**config.mk**
```make
export PLATFORM = sky130hd
export DESIGN_NAME = vbi_gate
export DESIGN_NICKNAME = d
export VERILOG_FILES = /design/src/rtl/vbi_pkg.sv /design/src/rtl/vbi_window.sv /design/src/rtl/vbi_decide.sv /design/src/rtl/vbi_blank_mux.sv /design/src/rtl/vbi_gate.sv
export SDC_FILE = /design/constraint.sdc
export NUM_CORES = 1
export LEC_CHECK = 0
export CAP_MARGIN = 0
export CORE_AREA = 2 2 39 41
export DETAILED_ROUTE_END_ITERATION = 16
export DIE_AREA = 0 0 41 43
export DONT_BUFFER_PORTS = 1
export HOLD_SLACK_MARGIN = 0.15
export PLACE_DENSITY = 0.63
export SETUP_SLACK_MARGIN = 0.05
export SLEW_MARGIN = 5
export SYNTH_ARGS = -nofsm -noshare
export SYNTH_HDL_FRONTEND = slang
export SYNTH_SLANG_ARGS = --single-unit
```
**constraint.sdc**
```tcl
create_clock -name clk -period 1.9 [get_ports clk]
set_input_delay 0.095 -clock clk [delete_from_list [all_inputs] [get_ports clk]]
set_output_delay 0.095 -clock clk [all_outputs]
set_load 0.02 [all_outputs]
```
**src/rtl/vbi_pkg.sv**
```systemverilog
package vbi_pkg;

  typedef enum logic [1:0] {
    STD_SD525 = 2'd0,
    STD_SD625 = 2'd1,
    STD_P525  = 2'd2,
    STD_P625  = 2'd3
  } vid_std_e;

  typedef enum logic [1:0] {
    MODE_SLAVE0  = 2'd0,
    MODE_SLAVE12 = 2'd1,
    MODE_MASTER  = 2'd2,
    MODE_MASTER2 = 2'd3
  } tmode_e;

  // First line of the VBI data window, per standard
  function automatic int unsigned win_first(input logic [1:0] s);
    case (s)
      2'd0:    return 10;
      2'd1:    return 7;
      2'd2:    return 13;
      default: return 6;
    endcase
  endfunction

  // Last line of the VBI data window, per standard
  function automatic int unsigned win_last(input logic [1:0] s);
    case (s)
      2'd0:    return 20;
      2'd1:    return 22;
      2'd2:    return 42;
      default: return 43;
    endcase
  endfunction

  // Line reserved for copy-protection content, per standard
  function automatic int unsigned cp_line(input logic [1:0] s);
    case (s)
      2'd0:    return 20;
      2'd1:    return 22;
      2'd2:    return 41;
      default: return 43;
    endcase
  endfunction

  // Progressive standards use the HD path enable
  function automatic logic uses_hd(input logic [1:0] s);
    return s[1];
  endfunction

endpackage

```
**src/rtl/vbi_window.sv**
```systemverilog
module vbi_window #(
  parameter int LINE_W = 11
) (
  input  logic [1:0]        std_sel,
  input  logic [LINE_W-1:0] line_num,
  output logic              in_win,
  output logic              on_cp
);
  logic [LINE_W-1:0] lo, hi, cpl;

  always_comb begin
    lo     = LINE_W'(vbi_pkg::win_first(std_sel));
    hi     = LINE_W'(vbi_pkg::win_last(std_sel));
    cpl    = LINE_W'(vbi_pkg::cp_line(std_sel));
    in_win = (line_num >= lo) && (line_num <= hi);
    on_cp  = (line_num == cpl);
  end
endmodule

```
**src/rtl/vbi_decide.sv**
```systemverilog
module vbi_decide (
  input  logic       clk,
  input  logic       rst_n,
  input  logic       line_start,
  input  logic       in_win,
  input  logic       on_cp,
  input  logic [1:0] std_sel,
  input  logic       sd_vbi_en,
  input  logic       hd_vbi_en,
  input  logic [1:0] timing_mode,
  input  logic       blank_ctl_en,
  input  logic       cgms_en,
  output logic       pass_q,
  output logic       ovr_q
);
  import vbi_pkg::*;

  logic vbi_on, is_s0, is_s12, mode_ok, cp_keep, pass_next, ovr_next;

  always_comb begin
    vbi_on    = uses_hd(std_sel) ? hd_vbi_en : sd_vbi_en;
    is_s0     = (timing_mode == MODE_SLAVE0);
    is_s12    = (timing_mode == MODE_SLAVE12);
    mode_ok   = is_s12 ? blank_ctl_en : 1'b1;
    cp_keep   = cgms_en && on_cp;
    pass_next = !in_win || (vbi_on && mode_ok) || cp_keep;
    ovr_next  = is_s0 && vbi_on && in_win;
  end

  always_ff @(posedge clk or negedge rst_n) begin
    if (!rst_n) begin
      pass_q <= 1'b1;
      ovr_q  <= 1'b0;
    end else if (line_start) begin
      pass_q <= pass_next;
      ovr_q  <= ovr_next;
    end
  end

  // lines outside the window always pass
  assert_outside_pass_R2: assert property (@(posedge clk) disable iff (!rst_n)
    (line_start && !in_win) |=> pass_q);

  // window line with VBI disabled and no copy-protection exception is blanked
  assert_disabled_blank_R3: assert property (@(posedge clk) disable iff (!rst_n)
    (line_start && in_win && !vbi_on && !cp_keep) |=> !pass_q);

  // slave 1/2 without blank control blanks window lines
  assert_slave12_blank_R4: assert property (@(posedge clk) disable iff (!rst_n)
    (line_start && in_win && is_s12 && !blank_ctl_en && !cp_keep) |=> !pass_q);

  // override only ever raised in slave 0
  assert_override_mode_R5: assert property (@(posedge clk) disable iff (!rst_n)
    (line_start && !is_s0) |=> !ovr_q);

  // copy-protection line survives
  assert_cp_pass_R6: assert property (@(posedge clk) disable iff (!rst_n)
    (line_start && cgms_en && on_cp) |=> pass_q);

  // decision held between line starts
  assert_hold_R8: assert property (@(posedge clk) disable iff (!rst_n)
    !line_start |=> ($stable(pass_q) && $stable(ovr_q)));
endmodule

```
**src/rtl/vbi_blank_mux.sv**
```systemverilog
module vbi_blank_mux #(
  parameter int          DATA_W  = 8,
  parameter logic [DATA_W-1:0] Y_BLANK = DATA_W'(8'h10),
  parameter logic [DATA_W-1:0] C_BLANK = DATA_W'(8'h80)
) (
  input  logic              pass,
  input  logic [DATA_W-1:0] y_in,
  input  logic [DATA_W-1:0] c_in,
  output logic [DATA_W-1:0] y_out,
  output logic [DATA_W-1:0] c_out
);
  always_comb begin
    y_out = pass ? y_in : Y_BLANK;
    c_out = pass ? c_in : C_BLANK;
  end
endmodule

```
**src/rtl/vbi_gate.sv**
```systemverilog
module vbi_gate #(
  parameter int LINE_W = 11,
  parameter int DATA_W = 8
) (
  input  logic              clk,
  input  logic              rst_n,
  input  logic              line_start,
  input  logic [LINE_W-1:0] line_num,
  input  logic [1:0]        std_sel,
  input  logic              sd_vbi_en,
  input  logic              hd_vbi_en,
  input  logic [1:0]        timing_mode,
  input  logic              blank_ctl_en,
  input  logic              cgms_en,
  input  logic [DATA_W-1:0] y_in,
  input  logic [DATA_W-1:0] c_in,
  output logic              pass_line,
  output logic              eav_override,
  output logic [DATA_W-1:0] y_out,
  output logic [DATA_W-1:0] c_out
);
  logic in_win, on_cp;

  vbi_window #(.LINE_W(LINE_W)) u_win (
    .std_sel (std_sel),
    .line_num(line_num),
    .in_win  (in_win),
    .on_cp   (on_cp)
  );

  vbi_decide u_dec (
    .clk         (clk),
    .rst_n       (rst_n),
    .line_start  (line_start),
    .in_win      (in_win),
    .on_cp       (on_cp),
    .std_sel     (std_sel),
    .sd_vbi_en   (sd_vbi_en),
    .hd_vbi_en   (hd_vbi_en),
    .timing_mode (timing_mode),
    .blank_ctl_en(blank_ctl_en),
    .cgms_en     (cgms_en),
    .pass_q      (pass_line),
    .ovr_q       (eav_override)
  );

  vbi_blank_mux #(.DATA_W(DATA_W)) u_mux (
    .pass (pass_line),
    .y_in (y_in),
    .c_in (c_in),
    .y_out(y_out),
    .c_out(c_out)
  );

  // override implies the line is being passed
  assert_override_passes_R5: assert property (@(posedge clk) disable iff (!rst_n)
    eav_override |-> pass_line);
endmodule

```
==> results.toml <==
[cells_and_area]
layout.nets = 134
finalNonFillerCells = 95
layout_common_cells = "ha_1 (16), and2_1 (14), inv_1 (5), dlygate4sd3_1 (5), nor2_1 (4)"
drive_gt1_frac = 0.152
layout_commonest_cell = "ha_1"
final_cell_area_sq_um = 689
antennaDiodeCount = 0
syn2layout_area_growth_pct = 18.5

[floorplan]
fp.dieH_um = 43
die-area_sq_um = 1760
die_w_um = 41
row_count = 14
ios = 56
start_util = 0.420
coreArea_sq_um = 1380

[worst_setup_path]
cpMaxStageDelayCell = "a2111oi_2"
worstSetupEndpointType = "register"
cp_slowest_stage_delay_ns = 0.36
path_common_cell = "ha_1"
rr_worst_depth = 1
worstPathArrival_ns = 1.86
start_kind = "input port"
worst-setup-path-type = "in2reg"
startpoint = "std_sel[0]"
path_cells = "inv_1 -> ha_1 -> o21bai_1 -> ha_1 -> a21oi_2 -> o21ai_1 -> a2111oi_2 -> a31oi_1 -> o32a_1"
required_ns = 2.05
cp_max_fo = 5
timing.rr.start = "u_dec.pass_q"

[sta]
whs_ns = 0.191
slew_headroom = 0.805
setup_viol_count_final = 0
finalMaxSlewViolations = 0
final.setup.tns_ns = 0
rsz0062_at_grt = "false"
worst_slack_ns = 0.194
tightest_slew_ns = 0.293
finClkSkew_ns = 0
hold_violations = 0
clock.fmax_mhz = 586
fin_crit_ns = 1.71
fin_crit_sh = 0.898

[clocking]
cts_max_path_buffers = 2
clk_pin_slew_ns = 0.03
cts_root_buffer = "clkbuf_4"
clkLatencyLatePin_ns = 0.23
h-tree-depth = 1
cts_sinks = 2
cts_tree = "done"
cts_made_buffers = 3

[power]
ir_drop_mv = 0.165
p_per_area_nw_per_um2 = 406
power.leakage_nw = 0.313

[detailed_routing]
drt_pass1_iterations = 4
routed_wirelength_um = 1320
wl_per_cell_um = 13.9
ant_nets = 0
viasPerCell = 5.73
drtIter0Drc = 6
drc = 0
vias = 544

[global_routing]
grt_pass1_wl_um = 2100
antenna_found_initial = 0
grt_max_degree = 19
grt_pass1_vias = 551
grt.overflow.total = 0
track_usage = 0.179

[yosys]
yosys-top-cells-area = "ha_1 (34%), and2_1 (15%), dfstp_2 (4.5%), dfrtp_1 (4.3%), inv_1 (3.2%)"
yosys.area.top_type_share = 0.344
yosysSeqAreaShare = 0.0882
syn_area_per_cell_sq_um = 8.43
postSynthCellCount = 69
synth_seq_cells = 2
synth.distinct_cells = 28
synth_top_cell_by_area = "ha_1"
synth_nets = 123
synth_area_sq_um = 582
yosysWarnings = 0

[flow_run]
drv_cap = 0

[placement]
gp_congestion = 0.844
dp_cells = 86
dp_hpwl_um = 1150
postPlaceCellArea_sq_um = 613
place_ws_ns = -0.0377
port_buffers = 0

[min_path]
hold_depth = 2
hold_class = "in2reg"
hp-start = "cgms_en"

[run_status]
status = "finished clean"
-- cell usage after synthesis --
cell       instances
a2111oi_2          1
a31oi_1            1
and2_1            14
and4_4             1
and3_2             1
or3_1              1
nor3b_1            2
nor2_1             4
or4_1              1
a41o_1             1
inv_1              5
dfrtp_1            1
o32a_1             1
a21oi_1            2
nor3_2             1
nand2b_1           2
a21oi_2            1
o21ai_2            1
dfstp_2            1
clkbuf_1           1
nand2_1            2
ha_1              16
mux2i_1            1
o21ai_1            2
o21bai_1           1
xnor2_1            2
o32ai_1            1
o21ai_0            1
-- repair_timing --
item                       CTS  global route
resized for setup            0             0
setup endpoints to repair    0             0
hold endpoints to repair     4             0
hold buffers                 5             0
buffers inserted             0             0
-- final timing paths --
check,endpoint,slack (ns)
hold / removal,u_dec.pass_q,0.19
min in group asynchronous,u_dec.ovr_q,0.63
max in group asynchronous,u_dec.pass_q,1.06
setup / recovery,u_dec.pass_q,0.19
setup reg to reg,u_dec.pass_q,0.96
hold reg to reg,u_dec.pass_q,0.65
-- per-layer routing --
| layer | track usage | part of all wire | wire (um) |
|---|---|---|---|
| met5 | 0 | 0 | 0 |
| met4 | 0.107 | 0 | 0 |
| met3 | 0.0890 | 0.12 | 154 |
| met2 | 0.269 | 0.52 | 688 |
| met1 | 0.192 | 0.36 | 474 |
-- critical path: cells and delay by family --
family,cells,cell delay [ns]
compound gates,6,1.21
buf+inv,1,0.05
fa+ha+maj,2,0.49
-- metrics by stage --
step,util,total power [mW]
floorplan,-,0.144
global placement,0.443,0.162
detailed placement,0.443,0.163
CTS,0.498,0.285
global route,0.498,0.312
finish,0.498,0.280
-- final cells by class --
class                           count  area [sq um]
Inverter                            5          18.8
Tap cell                           16          20.0
Fill cell                         139           694
Sequential cell                     2          51.3
Timing Repair Buffer                7          65.1
Multi-Input combinational cell     61           508
Clock buffer                        4          26.3
-- cell families after synthesis --
| family | synth area share |
|---|---|
| flops | 0.0882 |
| simple gates | 0.310 |
| xor+xnor | 0.0301 |
| buf+inv | 0.0387 |
| fa+ha+maj | 0.344 |
| compound gates | 0.172 |
| mux | 0.0172 |
-- power by group --
part | switching [mW] | internal [mW] | total [mW]
sequential | 0.00137 | 0.0435 | 0.0449
clock | 0.0305 | 0.0784 | 0.109
combinational | 0.0726 | 0.0533 | 0.126
total | 0.104 | 0.175 | 0.280
-- state kept, by name (all words and copies together), names as in the netlist --
name and cells:
u_dec.ovr_q 1, u_dec.pass_q 1
No activity file was read; power rests on OpenSTA's default activity.
